`src/rtl/scsi_fe_pkg.sv`:
```
package scsi_fe_pkg;
  localparam int DATA_W = 8;
  localparam int ADDR_W = 4;
  localparam int LEN_W  = 17;

  localparam logic [ADDR_W-1:0] A_CNT_LO  = 4'h0;
  localparam logic [ADDR_W-1:0] A_CNT_MID = 4'h1;
  localparam logic [ADDR_W-1:0] A_FIFO    = 4'h2;
  localparam logic [ADDR_W-1:0] A_CMD     = 4'h3;
  localparam logic [ADDR_W-1:0] A_STAT    = 4'h4;
  localparam logic [ADDR_W-1:0] A_INTR    = 4'h5;
  localparam logic [ADDR_W-1:0] A_SEQ     = 4'h6;
  localparam logic [ADDR_W-1:0] A_FLAGS   = 4'h7;
  localparam logic [ADDR_W-1:0] A_CFG1    = 4'h8;
  localparam logic [ADDR_W-1:0] A_RSV9    = 4'h9;
  localparam logic [ADDR_W-1:0] A_RSVA    = 4'ha;
  localparam logic [ADDR_W-1:0] A_CFG2    = 4'hb;
  localparam logic [ADDR_W-1:0] A_CFG3    = 4'hc;
  localparam logic [ADDR_W-1:0] A_AUXD    = 4'hd;
  localparam logic [ADDR_W-1:0] A_CNT_HI  = 4'he;
  localparam logic [ADDR_W-1:0] A_AUXF    = 4'hf;

  localparam logic [6:0] OP_NOP       = 7'h00;
  localparam logic [6:0] OP_FLUSH     = 7'h01;
  localparam logic [6:0] OP_CHIP_RST  = 7'h02;
  localparam logic [6:0] OP_BUS_RST   = 7'h03;
  localparam logic [6:0] OP_XFER      = 7'h10;
  localparam logic [6:0] OP_CMPL      = 7'h11;
  localparam logic [6:0] OP_MSG_OK    = 7'h12;
  localparam logic [6:0] OP_ATN       = 7'h1a;
  localparam logic [6:0] OP_SEL_ATN   = 7'h42;
  localparam logic [6:0] OP_SEL_STOP  = 7'h43;
  localparam logic [6:0] OP_SEL_EN    = 7'h44;

  localparam int ST_IRQ  = 7;
  localparam int ST_GERR = 6;
  localparam int ST_PERR = 5;
  localparam int ST_TC   = 4;

  localparam logic [DATA_W-1:0] IC_FC   = 8'h08;
  localparam logic [DATA_W-1:0] IC_BS   = 8'h10;
  localparam logic [DATA_W-1:0] IC_DC   = 8'h20;
  localparam logic [DATA_W-1:0] IC_BRST = 8'h80;

  localparam logic [DATA_W-1:0] CFG2_KEEP   = 8'h15;
  localparam logic [DATA_W-1:0] ID_VALUE    = 8'h04;
  localparam logic [DATA_W-1:0] ST_CMPL     = 8'h93;
  localparam logic [DATA_W-1:0] SEQ_CMD_END = 8'h04;
  localparam int CFG1_NO_RST_IRQ = 6;

  typedef enum logic [2:0] {
    ACT_NONE, ACT_IDLE, ACT_FLUSH, ACT_CHIP_RST,
    ACT_BUS_RST, ACT_XFER, ACT_CMPL, ACT_MSG_OK
  } act_e;
endpackage

```
`src/rtl/scsi_fe_cmd_dec.sv`:
```
module scsi_fe_cmd_dec
  import scsi_fe_pkg::*;
(
  input  logic [DATA_W-1:0] cmd_i,
  output act_e              act_o,
  output logic              dma_o
);
  assign dma_o = cmd_i[7];

  always_comb begin
    case (cmd_i[6:0])
      OP_NOP, OP_ATN, OP_SEL_ATN, OP_SEL_STOP, OP_SEL_EN: act_o = ACT_IDLE;
      OP_FLUSH:    act_o = ACT_FLUSH;
      OP_CHIP_RST: act_o = ACT_CHIP_RST;
      OP_BUS_RST:  act_o = ACT_BUS_RST;
      OP_XFER:     act_o = ACT_XFER;
      OP_CMPL:     act_o = ACT_CMPL;
      OP_MSG_OK:   act_o = ACT_MSG_OK;
      default:     act_o = ACT_NONE;
    endcase
  end
endmodule

```
`src/rtl/scsi_fe_fifo.sv`:
```
module scsi_fe_fifo #(
  parameter int DEPTH = 4,
  parameter int W     = 8,
  localparam int PTR_W = $clog2(DEPTH),
  localparam int CNT_W = $clog2(DEPTH + 1)
) (
  input  logic             clk_i,
  input  logic             rst_ni,
  input  logic             clr_i,
  input  logic             push_i,
  input  logic             pop_i,
  input  logic [W-1:0]     wdata_i,
  output logic [W-1:0]     rdata_o,
  output logic [CNT_W-1:0] cnt_o,
  output logic             full_o,
  output logic             empty_o
);
  logic [W-1:0]     mem_q [DEPTH];
  logic [PTR_W-1:0] wp_q, rp_q;
  logic [CNT_W-1:0] cnt_q;
  logic             do_push, do_pop;

  assign full_o  = (cnt_q == CNT_W'(DEPTH));
  assign empty_o = (cnt_q == '0);
  assign do_push = push_i && !full_o && !clr_i;
  assign do_pop  = pop_i && !empty_o && !clr_i;
  assign rdata_o = mem_q[rp_q];
  assign cnt_o   = cnt_q;

  for (genvar i = 0; i < DEPTH; i++) begin : g_slot
    always_ff @(posedge clk_i) begin
      if (do_push && wp_q == PTR_W'(i)) mem_q[i] <= wdata_i;
    end
  end

  always_ff @(posedge clk_i or negedge rst_ni) begin
    if (!rst_ni) begin
      wp_q  <= '0;
      rp_q  <= '0;
      cnt_q <= '0;
    end else if (clr_i) begin
      wp_q  <= '0;
      rp_q  <= '0;
      cnt_q <= '0;
    end else begin
      wp_q  <= wp_q + PTR_W'(do_push);
      rp_q  <= rp_q + PTR_W'(do_pop);
      cnt_q <= cnt_q + CNT_W'(do_push) - CNT_W'(do_pop);
    end
  end

  AST_FIFO_CNT_RANGE: assert property (@(posedge clk_i) disable iff (!rst_ni)
    cnt_q <= CNT_W'(DEPTH));
  AST_FIFO_FULL_DROP: assert property (@(posedge clk_i) disable iff (!rst_ni)
    full_o && push_i && !pop_i && !clr_i |=> full_o);
endmodule

```
`src/rtl/scsi_host_front.sv`:
```
module scsi_host_front
  import scsi_fe_pkg::*;
#(
  parameter int FIFO_DEPTH = 4
) (
  input  logic              clk_i,
  input  logic              rst_ni,
  input  logic [3:0]        addr_i,
  input  logic              wr_i,
  input  logic              rd_i,
  input  logic [7:0]        wdata_i,
  output logic [7:0]        rdata_o,
  output logic              irq_o,
  output logic              xfer_start_o,
  output logic [16:0]       xfer_len_o,
  input  logic              dma_done_i
);
  localparam int FCNT_W = $clog2(FIFO_DEPTH + 1);
  localparam logic [LEN_W-1:0] LEN_MAX = LEN_W'(1) << (LEN_W - 1);

  // readable registers
  logic [DATA_W-1:0] cnt_lo_q, cnt_lo_d, cnt_mid_q, cnt_mid_d, cnt_hi_q, cnt_hi_d;
  logic [DATA_W-1:0] stat_q, stat_d, intr_q, intr_d, seq_q, seq_d, cmd_q, cmd_d;
  logic [DATA_W-1:0] cfg1_q, cfg1_d, cfg2_q, cfg2_d, cfg3_q, cfg3_d;
  logic [DATA_W-1:0] auxd_q, auxd_d, auxf_q, auxf_d;
  // write-side shadows
  logic [DATA_W-1:0] sh_lo_q, sh_lo_d, sh_mid_q, sh_mid_d;
  logic              irq_q, irq_d, start_q, start_d;
  logic [LEN_W-1:0]  len_q, len_d;

  logic              wr_cmd, cmd_dma, fifo_push, fifo_pop, fifo_clr;
  logic              fifo_full, fifo_empty;
  logic [DATA_W-1:0] fifo_head;
  logic [FCNT_W-1:0] fifo_cnt;
  act_e              act;

  scsi_fe_cmd_dec u_dec (
    .cmd_i (wdata_i),
    .act_o (act),
    .dma_o (cmd_dma)
  );

  assign wr_cmd    = wr_i && (addr_i == A_CMD);
  assign fifo_push = wr_i && (addr_i == A_FIFO);
  assign fifo_pop  = rd_i && (addr_i == A_FIFO);
  assign fifo_clr  = dma_done_i ||
                     (wr_cmd && (act == ACT_FLUSH || act == ACT_CHIP_RST));

  scsi_fe_fifo #(.DEPTH(FIFO_DEPTH), .W(DATA_W)) u_fifo (
    .clk_i   (clk_i),
    .rst_ni  (rst_ni),
    .clr_i   (fifo_clr),
    .push_i  (fifo_push),
    .pop_i   (fifo_pop),
    .wdata_i (wdata_i),
    .rdata_o (fifo_head),
    .cnt_o   (fifo_cnt),
    .full_o  (fifo_full),
    .empty_o (fifo_empty)
  );

  always_comb begin
    cnt_lo_d = cnt_lo_q;  cnt_mid_d = cnt_mid_q; cnt_hi_d = cnt_hi_q;
    stat_d   = stat_q;    intr_d    = intr_q;    seq_d    = seq_q;
    cmd_d    = cmd_q;     cfg1_d    = cfg1_q;    cfg2_d   = cfg2_q;
    cfg3_d   = cfg3_q;    auxd_d    = auxd_q;    auxf_d   = auxf_q;
    sh_lo_d  = sh_lo_q;   sh_mid_d  = sh_mid_q;
    irq_d    = irq_q;     start_d   = 1'b0;      len_d    = len_q;

    if (wr_i) begin
      case (addr_i)
        A_CNT_LO:  begin sh_lo_d  = wdata_i; stat_d[ST_TC] = 1'b0; end
        A_CNT_MID: begin sh_mid_d = wdata_i; stat_d[ST_TC] = 1'b0; end
        A_CMD: begin
          if (act != ACT_NONE) begin
            cmd_d = wdata_i;
            if (cmd_dma) begin
              cnt_lo_d  = sh_lo_q;
              cnt_mid_d = sh_mid_q;
            end
            case (act)
              ACT_FLUSH: begin intr_d = IC_FC; seq_d = '0; end
              ACT_BUS_RST: begin
                intr_d = IC_BRST;
                if (!cfg1_q[CFG1_NO_RST_IRQ]) irq_d = 1'b1;
              end
              ACT_XFER: begin
                if (cmd_dma) begin
                  stat_d[ST_TC] = 1'b0;
                  start_d = 1'b1;
                  len_d = ({sh_mid_q, sh_lo_q} == '0) ? LEN_MAX
                                                      : {1'b0, sh_mid_q, sh_lo_q};
                end
              end
              ACT_CMPL: begin
                stat_d = ST_CMPL; intr_d = IC_FC | IC_BS;
                seq_d  = SEQ_CMD_END; irq_d = 1'b1;
              end
              ACT_MSG_OK: begin intr_d = IC_DC; seq_d = '0; irq_d = 1'b1; end
              ACT_CHIP_RST: begin
                cnt_lo_d = '0; cnt_mid_d = '0; cnt_hi_d = ID_VALUE;
                stat_d   = '0; intr_d    = '0; seq_d    = '0; cmd_d = '0;
                cfg1_d   = '0; cfg2_d    = '0; cfg3_d   = '0;
                auxd_d   = '0; auxf_d    = '0;
                sh_lo_d  = '0; sh_mid_d  = '0; irq_d    = 1'b0;
              end
              default: ;
            endcase
          end
        end
        A_CFG1:   cfg1_d   = wdata_i;
        A_CFG2:   cfg2_d   = wdata_i & CFG2_KEEP;
        A_CFG3:   cfg3_d   = wdata_i;
        A_AUXD:   auxd_d   = wdata_i;
        A_CNT_HI: cnt_hi_d = wdata_i;
        A_AUXF:   auxf_d   = wdata_i;
        default: ; // 4..7, 9, 0xa: write-only settings with no modelled effect
      endcase
    end

    // interrupt acknowledge
    if (rd_i && addr_i == A_INTR) begin
      stat_d[ST_IRQ]  = 1'b0;
      stat_d[ST_GERR] = 1'b0;
      stat_d[ST_PERR] = 1'b0;
      irq_d = 1'b0;
    end

    if (dma_done_i) begin
      stat_d[ST_IRQ] = 1'b1;
      stat_d[ST_TC]  = 1'b1;
      intr_d    = IC_BS;
      seq_d     = '0;
      cnt_lo_d  = '0;
      cnt_mid_d = '0;
      irq_d     = 1'b1;
    end
  end

  always_ff @(posedge clk_i or negedge rst_ni) begin
    if (!rst_ni) begin
      cnt_lo_q <= '0; cnt_mid_q <= '0; cnt_hi_q <= ID_VALUE;
      stat_q   <= '0; intr_q    <= '0; seq_q    <= '0; cmd_q <= '0;
      cfg1_q   <= '0; cfg2_q    <= '0; cfg3_q   <= '0;
      auxd_q   <= '0; auxf_q    <= '0;
      sh_lo_q  <= '0; sh_mid_q  <= '0;
      irq_q    <= 1'b0; start_q <= 1'b0; len_q <= '0;
    end else begin
      cnt_lo_q <= cnt_lo_d; cnt_mid_q <= cnt_mid_d; cnt_hi_q <= cnt_hi_d;
      stat_q   <= stat_d;   intr_q    <= intr_d;    seq_q    <= seq_d;
      cmd_q    <= cmd_d;    cfg1_q    <= cfg1_d;    cfg2_q   <= cfg2_d;
      cfg3_q   <= cfg3_d;   auxd_q    <= auxd_d;    auxf_q   <= auxf_d;
      sh_lo_q  <= sh_lo_d;  sh_mid_q  <= sh_mid_d;
      irq_q    <= irq_d;    start_q   <= start_d;   len_q    <= len_d;
    end
  end

  always_comb begin
    case (addr_i)
      A_CNT_LO:  rdata_o = cnt_lo_q;
      A_CNT_MID: rdata_o = cnt_mid_q;
      A_FIFO:    rdata_o = fifo_empty ? '0 : fifo_head;
      A_CMD:     rdata_o = cmd_q;
      A_STAT:    rdata_o = stat_q;
      A_INTR:    rdata_o = intr_q;
      A_SEQ:     rdata_o = seq_q;
      A_FLAGS:   rdata_o = DATA_W'(fifo_cnt);
      A_CFG1:    rdata_o = cfg1_q;
      A_CFG2:    rdata_o = cfg2_q;
      A_CFG3:    rdata_o = cfg3_q;
      A_AUXD:    rdata_o = auxd_q;
      A_CNT_HI:  rdata_o = cnt_hi_q;
      A_AUXF:    rdata_o = auxf_q;
      default:   rdata_o = '0;
    endcase
  end

  assign irq_o        = irq_q;
  assign xfer_start_o = start_q;
  assign xfer_len_o   = len_q;

  AST_DONE_RAISES_IRQ: assert property (@(posedge clk_i) disable iff (!rst_ni)
    dma_done_i |=> irq_o && stat_q[ST_IRQ] && stat_q[ST_TC]);
  AST_ACK_DROPS_IRQ: assert property (@(posedge clk_i) disable iff (!rst_ni)
    rd_i && addr_i == A_INTR && !wr_i && !dma_done_i
    |=> !irq_o && stat_q[7:5] == 3'b000);
  AST_COUNT_WRITE_CLEARS_TC: assert property (@(posedge clk_i) disable iff (!rst_ni)
    wr_i && (addr_i == A_CNT_LO || addr_i == A_CNT_MID) && !dma_done_i
    |=> !stat_q[ST_TC]);
  AST_START_LEN_RANGE: assert property (@(posedge clk_i) disable iff (!rst_ni)
    xfer_start_o |-> xfer_len_o != '0 && xfer_len_o <= LEN_MAX);
  AST_CHIP_RST_ID: assert property (@(posedge clk_i) disable iff (!rst_ni)
    wr_cmd && wdata_i[6:0] == OP_CHIP_RST && !dma_done_i
    |=> cnt_hi_q == ID_VALUE && !irq_o);
  AST_UNKNOWN_OP_IGNORED: assert property (@(posedge clk_i) disable iff (!rst_ni)
    wr_cmd && act == ACT_NONE |=> $stable(cmd_q) && $stable(cnt_lo_q));
endmodule

```
`config.mk`:
```
export PLATFORM = sky130hd
export DESIGN_NAME = scsi_host_front
export DESIGN_NICKNAME = d
export VERILOG_FILES = /design/src/rtl/scsi_fe_pkg.sv /design/src/rtl/scsi_fe_cmd_dec.sv /design/src/rtl/scsi_fe_fifo.sv /design/src/rtl/scsi_host_front.sv
export SDC_FILE = /design/constraint.sdc
export NUM_CORES = 1
export LEC_CHECK = 0
export ABC_AREA = 0
export ABC_CLOCK_PERIOD_IN_PS = 3100
export BUFFER_PORTS_ARGS = -buffer_cell sky130_fd_sc_hd__buf_2
export CORE_ASPECT_RATIO = 0.5
export CORE_MARGIN = 2
export CORE_UTILIZATION = 61
export DETAILED_ROUTE_END_ITERATION = 7
export PLACE_DENSITY = 0.86
export SLEW_MARGIN = 20
export SYNTH_ARGS = -nofsm -noshare
export SYNTH_HDL_FRONTEND = slang
export SYNTH_HIERARCHICAL = 1
export SYNTH_SLANG_ARGS = --single-unit
```
`constraint.sdc`:
```
create_clock -name clk_i -period 3.1 [get_ports clk_i]
set_clock_uncertainty 0.1 [all_clocks]
set_input_delay 0.93 -clock clk_i [delete_from_list [all_inputs] [get_ports clk_i]]
set_output_delay 0.93 -clock clk_i [all_outputs]
set_load 0.01 [all_outputs]
```
## Yosys cells after proc, flatten, opt, wreduce, memory -nomap -nowiden

Memories as Yosys holds them, arrays and structs flattened.
Cells that the tools add are included.

| word-level totals | value |
|---|---|
| input bits | 17 |
| word-level logic and storage cells | 224 |
| output and inout port bits | 27 |
| memories kept | 1 |
| memory bits (writable) | 32 |
| bits in registers | 138 |

Memory list:

| memory | words | bits a word | read ports | clocked after Yosys merged registers in | write ports | RTL line | RTL |
|---|---|---|---|---|---|---|---|
| u_fifo.mem_q | 4 | 8 | 1 | 0 | 1 | scsi_fe_fifo.sv:18 | `logic [W-1:0] mem_q [DEPTH];` |

| cells by class | value |
|---|---|
| reduce and logical (&&, ||, !) cells | 74 |
| add/sub/neg operators | 4 |
| equality and inequality tests | 39 |
| multiplexer cells | 83 |

Operators with widths:

| operator | number |
|---|---|
| $mux W8 | 31 |
| $pmux W8 S2 | 9 |
| $pmux W8 S14 | 1 |
| $reduce_and A4 Y1 | 14 |
| $pmux W8 S5 | 1 |
| $reduce_bool A2 Y1 | 15 |
| $eq A7 B5 Y1 const B | 4 |
| $mux W1 | 25 |
| $eq A4 B4 Y1 const B | 6 |
| $reduce_bool A3 Y1 | 8 |
| $reduce_or A8 Y1 | 3 |
| $eq A7 B7 Y1 const B | 3 |
| $pmux W3 S7 | 1 |
| $mux W17 | 1 |
| $eq A4 B3 Y1 const B | 4 |
| $logic_not A16 Y1 | 1 |
| $eq A3 B3 Y1 const B | 5 |
| $reduce_and A5 Y1 | 3 |
| $eq A7 B2 Y1 const B | 2 |
| $logic_and A1 B1 Y1 | 13 |
| $mux W2 | 5 |
| $mux W3 | 3 |
| $eq A4 B2 Y1 const B | 2 |
| $ne A4 B4 Y1 const B | 2 |
| 29 further kinds | 38 |

## Depth between registers and ports, before layout

Gate-level depths: netlist of run 1.

| logic depth | value |
|---|---|
| depth after elaboration | 16 |
| mapped depth | 16 |
| depth with buffers taken out | 14 |

## Modules after synthesis

The synthesis of run 1 kept the hierarchy.

Modules (own cells, without submodules):

| module | cells an instance | times used | area each (µm²) | sequential area each (µm²) |
|---|---|---|---|---|
| scsi_host_front | 503 | 1 | 5,591.6 | 2,753.9 |
| scsi_fe_fifo | 78 | 1 | 1,570.3 | 1,136.1 |
| scsi_fe_cmd_dec | 16 | 1 | 95.1 | 0.0 |

## Worst setup path after synthesis of run 1

Ideal clock, no wire load.

| timing | value |
|---|---|
| path type | input to register |
| start | in addr_i[0] |
| end | reg u_fifo.cnt_q[2] (netlist: u_fifo/cnt_o[2]) |
| setup slack | -0.507 ns |
| data arrival time | 3.385 ns |
| required time | 2.879 ns |
| setup time | 0.121 ns |
| stages on the path | 16 |
| buffers on the path | 4 |
| cells stage by stage | buf_2 > and2_1 > buf_4 > buf_2 > nand4_1 > o21bai_1 > clkbuf_2 > nand2b_4 > or2_2 > ha_1 > inv_1 > ha_1 > inv_1 > fa_1 > xnor3_1 > nor2_1 |

| between the ends | value |
|---|---|
| word-level cells in the longest chain between the ends | 9 |
| elaborated cells on any way between the ends | 15 |
| those cells by class | 2 x add/sub; 2 x eq/ne; 1 x mux; 10 x reduce/logical |

Ends and longest elaborated chain:

| what | RTL line | RTL |
|---|---|---|
| start: declaration | scsi_host_front.sv:8 | `input logic [3:0] addr_i,` |
| $eq A4 B2 Y1 * | scsi_host_front.sv:43 | `assign wr_cmd = wr_i && (addr_i == A_CMD);` |
| $logic_and A1 B1 Y1 * | scsi_host_front.sv:43 |  |
| $logic_and A1 B1 Y1 * | scsi_host_front.sv:47 | `(wr_cmd && (act == ACT_FLUSH \|\| act == ACT_CHIP_RST));` |
| $logic_or A1 B1 Y1 * | scsi_host_front.sv:46 | `assign fifo_clr = dma_done_i \|\|` |
| via fifo_clr | scsi_host_front.sv:31 | `logic wr_cmd, cmd_dma, fifo_push, fifo_pop, fifo_clr;` |
| $logic_not A1 Y1 | scsi_fe_fifo.sv:25, scsi_fe_fifo.sv:26 |  |
| $logic_and A1 B1 Y1 | scsi_fe_fifo.sv:25 | `assign do_push = push_i && !full_o && !clr_i;` |
| $add A3 B1 Y3 | scsi_fe_fifo.sv:48 | `cnt_q <= cnt_q + CNT_W'(do_push) - CNT_W'(do_pop);` |
| $sub A3 B1 Y3 | scsi_fe_fifo.sv:48 |  |
| $mux W3 * | scsi_fe_fifo.sv:41 | `end else if (clr_i) begin` |
| end signal: assignment | scsi_fe_fifo.sv:48 |  |
| end: declaration | scsi_fe_fifo.sv:20 | `logic [CNT_W-1:0] cnt_q;` |

Mark *: on every way through the listed nets, which the timed path passes. The rest lies on a longest branch.
A chain may end at the register's enable or synchronous reset.

## Worst setup path in the final report of run 1

| timing | value |
|---|---|
| start | in addr_i[3] |
| end | out rdata_o[5] |

| between the ends | value |
|---|---|
| word-level cells in the longest chain between the ends | 2 |
| elaborated cells on any way between the ends | 15 |
| those cells by class | 13 x eq/ne; 1 x mux; 1 x reduce/logical |

Ends and longest elaborated chain:

| what | RTL line | RTL |
|---|---|---|
| $eq A4 B4 Y1 (tied with other cells) | scsi_host_front.sv:159 | `case (addr_i)` |
| $pmux W8 S14 * | scsi_host_front.sv:159 |  |
| end: declaration | scsi_host_front.sv:12 | `output logic [7:0] rdata_o,` |

Every way passes the cells marked *; elsewhere a longest branch is shown, timed or not.

==> results of run 1 <==
[area by class of cell]
cell class              instances  area [um^2]
clock buffers                  22          507
clock inverters                10         82.6
fillers                       699         2280
inverters                      11         41.3
multi-input cells             394         3310
flip-flops and latches        149         3890
well taps                     165          206
repair buffers                162         1390
[through the flow]
stage                     cell area (um^2)  utilization  hold WS (ns)  setup TNS, ns  total power [mW]
after floorplan                       7330            -         0.342          -6.11              2.67
after global placement                8370        0.715         0.365         -12.08              2.94
after detailed placement              8370        0.715         0.381         -17.15              2.96
after CTS                             9270        0.793         0.319         -0.635              5.04
after global routing                  9420        0.805         0.347         -0.802              5.22
final                                 9420        0.805         0.318         -0.547              5.08
[layout by cell type (no fill, tap or decap), types with 9 or more instances in the layout]
master,count
a22o_1,62
buf_12,12
buf_2,38
buf_4,91
buf_6,16
clkbuf_16,19
dfrtp_1,115
edfxtp_1,32
mux2_2,19
mux2i_1,23
nand2_1,34
nand2b_1,20
nand3b_1,21
nor2_1,15
nor2b_1,10
o211ai_1,9
o21ai_0,12
[layer usage]
metal	up-vias	GRT usage	share of wire
met2	315	0.531	0.44
met4	0	0.144	0.027
met3	59	0.0763	0.093
li1	2555	-	-
met5	-	0	0
met1	3124	0.533	0.44
[how the worst min path moves through the flow]
stage | from | to | slack [ns]
final | rst_ni | u_fifo/rp_q[1] | 0.32
after global routing | rst_ni | u_fifo/rp_q[1] | 0.35
after CTS | rst_ni | u_fifo/wp_q[0] | 0.32
after detailed placement | cmd_q[0] | cmd_q[0] | 0.38
after global placement | cmd_q[1] | cmd_q[1] | 0.36
after floorplan | cmd_q[1] | cmd_q[1] | 0.34
[repair_timing]
| item | CTS | global route |
|---|---|---|
| buffers inserted | 14 | 6 |
| resized for setup | 51 | 26 |
| cloned | 1 | 0 |
| hold buffers | 0 | 0 |
| pin swaps | 20 | 13 |
| setup endpoints to repair | 8 | 10 |
[power breakdown]
part,total [mW],leakage (nW),internal (mW),switching (mW)
clock network,2.07,0.290,1.18,0.887
logic,0.650,2.03,0.334,0.316
registers,2.36,1.81,2.19,0.177
total,5.08,4.13,3.70,1.38
[critical path, stage by stage]
cell and delay, ns:
buf_8 0.11, mux2_4 0.29, a221oi_2 0.24, buf_4 0.16, a21oi_2 0.03, a221o_1 0.32
buf_2 0.14
[cells by family (layout without fill, tap and decap cells)]
logic type	count (synthesis)	count (layout)	share of synthesized area
AND/OR/NAND/NOR	175	175	0.150
multiplexers	51	51	0.0876
adder cells (fa/ha/maj)	5	5	0.00966
AO/OA/AOI/OAI	158	158	0.171
buffers and inverters	54	205	0.0376
XOR/XNOR	5	5	0.00793
flip-flops	149	149	0.536
==> results.py, run 1 <==
metrics = {
    "layout": {
        "syn_to_final_growth_pct": 29.8,
        "n_antenna_cell": 0,
        "drive_gt1_frac": 0.380,
        "final_cells": 913,
        "final_nets": 757,
        "top_register": "u_fifo/mem_q",
        "reg_top3": "u_fifo/mem_q (32), xfer_len_o (17)",
        "largest_register_ffs": 32,
    },
    "cts": {
        "worstSkewPairLatency_ns": 0.42,
        "cts_buffers": 17,
        "tritoncts": "yes",
        "h-tree-depth": 4,
        "cts_root_buffer": "clkbuf_16",
        "cts_sinks": 149,
        "clkTransAtPathRegs_ns": 0.06,
        "clk_path_buf_depth": 2,
    },
    "sta": {
        "setup_ws_ns": -0.153,
        "fmax_mhz": 307,
        "period_minus_slack_ns": 3.25,
        "drv_slew": 0,
        "rsz0062_at_grt": "true",
        "setup_viol": 7,
        "slew_headroom": 0.517,
        "tightest_slew_ns": 0.714,
        "min_period_over_period": 1.05,
        "hold_violations": 0,
    },
    "placement": {
        "placed_cells": 862,
        "place.gp.congestion": 0.993,
        "post-dp-hpwl_um": 15100,
        "portBuffers": 43,
        "dp_slack_ns": -0.359,
    },
    "routing": {
        "wire_per_inst_um": 24.4,
        "drt_iter0_markers": 738,
        "wl_um": 22300,
        "drt-pass1-iter-count": 6,
        "ant_nets": 0,
        "drcViolationCount": 0,
        "via_count": 6053,
        "detail_route.vias_per_cell": 6.63,
    },
    "synth": {
        "synth_top_area_share": 0.400,
        "synth.most_common_cell": "dfrtp_1",
        "netlist_instances": 597,
        "synthArstFlopShare": 0.785,
        "synth_edf_count": 32,
        "synth_seq_cells": 149,
        "synthTopCellsByCount": "116 x dfrtp_1, 63 x a22o_1, 36 x nand2_1",
        "yosys.area.top_type": "dfrtp_1",
        "ys_top_cells_by_area": "dfrtp_1 40%, edfxtp_1 13%, a22o_1 7.6%",
        "syn-cell-area_um2": 7260,
        "yosysWarnings": 6,
        "synth_ff_type": "dfrtp_1",
        "synthDistinctLibCells": 80,
        "synth_fp_nets": 619,
        "syn-mean-instance-area_um2": 12.2,
        "synth.yosys.seq_area_share": 0.536,
    },
    "global_routing": {
        "grt_max_degree": 70,
        "grt_pass1_wl_um": 33900,
        "antenna_found_initial": 0,
        "grt_usage": 0.362,
        "grt-ovfl-total": 0,
        "grt_pass1_vias": 5767,
    },
    "pwr": {
        "peakVddDrop_mv": 0.380,
        "power_density_nw_per_um2": 539,
        "p_leak_nw": 4.13,
    },
    "floorplan": {
        "dieArea_um2": 12800,
        "coreArea_um2": 11700,
        "row_count": 28,
        "die_w_um": 158,
        "io_pins": 44,
        "start_util": 0.620,
        "fp.dieH_um": 81.1,
    },
    "critical_path": {
        "rrSetupSlack_ns": 0.71,
        "critPathCapture": "rdata_o[5]",
        "cp.arrival_ns": 2.22,
        "worstSetupPathType": "primary input to output port",
        "cp_max_fo": 3,
        "endpoint_kind": "output port",
        "cp.required_ns": 2.07,
        "r2r-start": "u_fifo/cnt_o[0]",
        "reg2reg_depth": 10,
        "cp-startpoint": "addr_i[3]",
        "timing.rr.end": "u_fifo/cnt_o[2]",
        "critPathLaunchType": "primary input",
    },
    "run_status": {
        "violations": "negative setup slack",
        "outcome": "finished, violations left",
    },
    "job": {
        "maxCapViolations": 0,
    },
    "worst_hold_path": {
        "min_path_type": "primary input to async pin",
    },
}
No activity file was read; power rests on OpenSTA's default activity.
==> run 2, diff against run 1 <==
- ABC_AREA: 0 -> 1
- CORE_UTILIZATION: 61 -> 58
- PLACE_DENSITY: 0.86 -> 0.83
==> results.py, run 2 <==
metrics = {
    "run_status": {
        "outcome": "finished, violations left",
        "violations": "negative setup slack",
    },
    "routing": {
        "drcViolationCount": 0,
        "wl_um": 21900,
        "drt-pass1-iter-count": 7,
        "drt_iter0_markers": 849,
        "ant_nets": 0,
        "via_count": 6572,
        "detail_route.vias_per_cell": 6.04,
        "wire_per_inst_um": 20.1,
    },
    "critical_path": {
        "cp_max_fo": 5,
        "cpMaxStageDelayCell": "buf_4",
        "path_buf_inv": 4,
        "r2r-start": "u_fifo/cnt_o[1]",
        "cp-startpoint": "addr_i[2]",
        "cp.arrival_ns": 2.10,
        "max_stage_delay_ns": 0.17,
        "cp.required_ns": 2.07,
        "path_cells": "buf_2, nor2_4, buf_4, nand2_2, buf_4, o22ai_2, nor2_2, nand3_1, buf_2",
        "critPathLaunchType": "primary input",
        "endpoint_kind": "output port",
        "cp_top_family": "buffers and inverters",
        "rrSetupSlack_ns": 0.85,
        "worstSetupPathType": "primary input to output port",
    },
    "job": {
        "maxCapViolations": 0,
    },
    "layout": {
        "syn_to_final_growth_pct": 25.8,
        "final_common_cell": "nand2_1",
        "seqCellArea_um2": 3890,
        "reg_top3": "u_fifo/mem_q (32), xfer_len_o (17)",
        "final_cells": 1088,
        "n_antenna_cell": 0,
        "drive_gt1_frac": 0.244,
        "top_register": "u_fifo/mem_q",
        "multiInputGateArea_um2": 2750,
        "final_cell_mix": "153 x nand2_1, 135 x inv_1, 115 x dfrtp_1",
        "final_nets": 932,
        "fin_util": 0.747,
        "final_cell_area_um2": 8790,
        "num-fill-cells": 723,
        "largest_register_ffs": 32,
    },
    "synth": {
        "syn-mean-instance-area_um2": 8.78,
        "netlist_instances": 796,
        "yosysWarnings": 6,
        "synth_fp_nets": 818,
        "syn-cell-area_um2": 6990,
    },
    "cts": {
        "cts_root_buffer": "clkbuf_16",
        "clk_path_buf_depth": 2,
        "worstSkewPairLatency_ns": 0.43,
        "cts_buffers": 17,
        "h-tree-depth": 4,
        "clkTransAtPathRegs_ns": 0.06,
        "cts_sinks": 149,
        "tritoncts": "yes",
    },
    "pwr": {
        "power.total_mw": 5.22,
        "peakVddDrop_mv": 0.403,
        "power_density_nw_per_um2": 593,
        "p_leak_nw": 4.16,
    },
    "placement": {
        "portBuffers": 43,
        "place.gp.congestion": 0.931,
        "placed_cells": 1049,
        "dpl-instance-area_um2": 7850,
        "post-dp-hpwl_um": 13500,
        "dp_slack_ns": -0.161,
    },
    "floorplan": {
        "fp.dieH_um": 81.6,
        "start_util": 0.594,
        "dieArea_um2": 13000,
        "io_pins": 44,
        "row_count": 28,
        "coreArea_um2": 11800,
        "die_w_um": 159,
    },
    "sta": {
        "drv_slew": 0,
        "slew_headroom": 0.612,
        "min_period_over_period": 1.01,
        "rsz0062_at_grt": "true",
        "setup_viol": 5,
        "period_minus_slack_ns": 3.13,
        "finalSetupTns_ns": -0.107,
        "tightest_slew_ns": 0.582,
        "hold_violations": 0,
        "setup_ws_ns": -0.0346,
        "whs_ns": 0.378,
        "fmax_mhz": 319,
    },
    "global_routing": {
        "met3_usage": 0.0672,
        "grt_usage": 0.338,
        "use_met2": 0.543,
        "grt-ovfl-total": 0,
        "met1_usage": 0.462,
        "grt_pass1_wl_um": 32900,
        "top_usage_layer": "met2",
        "grt_max_degree": 43,
        "antenna_found_initial": 1,
        "grt_pass1_vias": 6116,
    },
    "worst_hold_path": {
        "min_from": "cnt_hi_q[2]",
        "min_path_type": "register to register",
    },
}
run 2: cell count changes in the layout (fill, tap and decap cells not counted), moves of 24 or more:
| cell | delta |
|---|---|
| o21ai_0 | +48 |
| o22ai_1 | +53 |
| nand2_1 | +119 |
| nor2_1 | +53 |
| buf_4 | -28 |
| a22o_1 | -62 |
| inv_1 | +127 |
| nand3_1 | +24 |
run 2: tightest hold or removal path: cells and delay by family (launching register included):
family | cells | cell delay, ns
flops | 1 | 0.36
buf+inv | 1 | 0.06
compound gates | 1 | 0.06
run 2: final timing paths:
| path | end | cells after the start |
|---|---|---|
| worst max-delay path | rdata_o[2] | 9 |
| worst min-delay path | cnt_hi_q[2] | 2 |
| worst max register to register | u_fifo/cnt_o[1] | 10 |
| worst min register to register | cnt_hi_q[2] | 2 |
| max in group asynchronous | xfer_len_o[6] | 2 |
| min in group asynchronous | cfg1_q[0] | 1 |
run 2: routing by layer:
metal / wire, um / up-vias
met5: 0 / -
met4: 911 / 0
met3: 2610 / 114
met2: 9830 / 544
met1: 8550 / 3068
li1: - / 2846
run 2: repair_timing:
item	CTS	global route
endpoints found under the setup margin	8	8
buffers inserted	0	6
gates resized for setup	11	63
hold buffers	0	0
gates cloned	0	1
pin swaps	0	13
run 2: final cells by class:
cell class                      instances  share of cell area
Timing Repair Buffer                  112              0.0923
Multi-Input combinational cell        488               0.312
Inverter                              142              0.0606
Sequential cell                       149               0.443
Clock buffer                           18              0.0512
Clock inverter                         14              0.0175
Tap cell                              165              0.0235
run 2: power breakdown:
part | total [mW] | internal [mW] | switching, mW
registers | 2.32 | 2.23 | 0.0886
clock network | 2.13 | 1.19 | 0.934
logic | 0.776 | 0.253 | 0.523
==> run 3, diff against run 2 <==
- TNS_END_PERCENT: default -> 30
==> results.py, run 3 (synthesized netlist as in run 2, its figures left out) <==
metrics = {
    "placement": {
        "post-dp-hpwl_um": 13500,
        "dp_slack_ns": -0.161,
        "place.gp.congestion": 0.931,
        "dpl-instance-area_um2": 7850,
        "placed_cells": 1049,
        "portBuffers": 43,
    },
    "layout": {
        "reg_top3": "u_fifo/mem_q (32), xfer_len_o (17)",
        "drive_gt1_frac": 0.242,
        "final_nets": 931,
        "largest_register_ffs": 32,
        "final_cells": 1087,
        "top_register": "u_fifo/mem_q",
        "fin_util": 0.746,
        "final_common_cell": "nand2_1",
        "syn_to_final_growth_pct": 25.7,
        "n_antenna_cell": 0,
        "final_cell_area_um2": 8780,
        "final_cell_mix": "153 x nand2_1, 135 x inv_1, 115 x dfrtp_1",
    },
    "routing": {
        "ant_nets": 0,
        "detail_route.vias_per_cell": 6.04,
        "drt-pass1-iter-count": 7,
        "drt_iter0_markers": 956,
        "via_count": 6561,
        "wl_um": 21800,
        "drcViolationCount": 0,
        "wire_per_inst_um": 20.1,
    },
    "global_routing": {
        "grt_pass1_vias": 6116,
        "grt_max_degree": 43,
        "met3_usage": 0.0672,
        "grt_usage": 0.338,
        "met1_usage": 0.462,
        "top_usage_layer": "met2",
        "grt_pass1_wl_um": 32900,
        "antenna_found_initial": 1,
        "use_met2": 0.543,
        "grt-ovfl-total": 0,
    },
    "critical_path": {
        "cp_max_fo": 10,
        "worstSetupPathType": "primary input to output port",
        "cp.arrival_ns": 2.10,
        "cp.required_ns": 2.07,
        "critPathLaunchType": "primary input",
        "endpoint_kind": "output port",
    },
    "floorplan": {
        "start_util": 0.594,
        "dieArea_um2": 13000,
        "die_w_um": 159,
        "coreArea_um2": 11800,
        "fp.dieH_um": 81.6,
        "row_count": 28,
        "io_pins": 44,
    },
    "cts": {
        "cts_root_buffer": "clkbuf_16",
        "h-tree-depth": 4,
        "clk_path_buf_depth": 2,
        "tritoncts": "yes",
        "cts_buffers": 17,
        "worstSkewPairLatency_ns": 0.43,
        "clkTransAtPathRegs_ns": 0.06,
        "cts_sinks": 149,
        "holdBufCountCts": 0,
    },
    "sta": {
        "tightest_slew_ns": 0.579,
        "fmax_mhz": 320,
        "min_period_over_period": 1.01,
        "whs_ns": 0.379,
        "drv_slew": 0,
        "finalSetupTns_ns": -0.0470,
        "rsz0062_at_grt": "true",
        "slew_headroom": 0.614,
        "setup_viol": 2,
        "period_minus_slack_ns": 3.13,
        "setup_ws_ns": -0.0251,
        "hold_violations": 0,
    },
    "job": {
        "maxCapViolations": 0,
    },
    "pwr": {
        "peakVddDrop_mv": 0.399,
        "p_leak_nw": 4.16,
        "power_density_nw_per_um2": 593,
        "power.total_mw": 5.21,
    },
    "worst_hold_path": {
        "min_path_type": "register to register",
    },
    "run_status": {
        "outcome": "finished, violations left",
        "violations": "negative setup slack",
    },
}
## run 3: cell types whose count changed in the layout (fill, tap and decap cells not counted), sizes merged
cell	delta
buf	-1
## run 3: layer usage
layer | part of all wire | vias up
met3 | 0.13 | 110
met1 | 0.38 | 3082
met2 | 0.45 | 527
met4 | 0.042 | 0
li1 | - | 2842
met5 | 0 | -
## run 3: repair_timing
item                                   4_1_cts  5_1_grt
setup endpoints to repair                    8        8
gates cloned                                 0        1
gates resized for setup                     11       62
buffers inserted                             0        5
pin swaps                                    0       13
endpoints found under the hold margin        0        0
## run 3: final cells by class
| class | count | area (um^2) |
|---|---|---|
| flip-flops and latches | 149 | 3890 |
| well taps | 165 | 206 |
| repair buffers | 111 | 805 |
| inverters | 142 | 533 |
| clock inverters | 14 | 154 |
| multi-input cells | 488 | 2740 |
| fillers | 725 | 2990 |
| clock buffers | 18 | 450 |
## run 3: critical path, stage by stage
cell,delay (ns)
clkbuf_4,0.17
inv_1,0.09
nor2_4,0.14
nand2_1,0.09
buf_6,0.17
o22ai_1,0.21
nor2_1,0.07
nand3_1,0.09
buf_2,0.13
## run 3: power breakdown
group / total, mW / internal, mW / switching (mW)
clock: 2.12 / 1.19 / 0.929
sequential: 2.32 / 2.23 / 0.0904
combinational: 0.773 / 0.253 / 0.520
## run 3: path summary, 6_finish.rpt
kind,startpoint,to,slack (ns),cells after the start
max,addr_i[1],rdata_o[3],-0.03,9
min,cnt_hi_q[2],cnt_hi_q[2],0.38,2
max reg2reg,u_fifo/cnt_o[1],u_fifo/cnt_o[1],0.86,10
min reg2reg,cnt_hi_q[2],cnt_hi_q[2],0.38,2
max in group asynchronous,rst_ni,cnt_lo_q[7],1.68,2
min in group asynchronous,rst_ni,cfg1_q[0],0.39,1
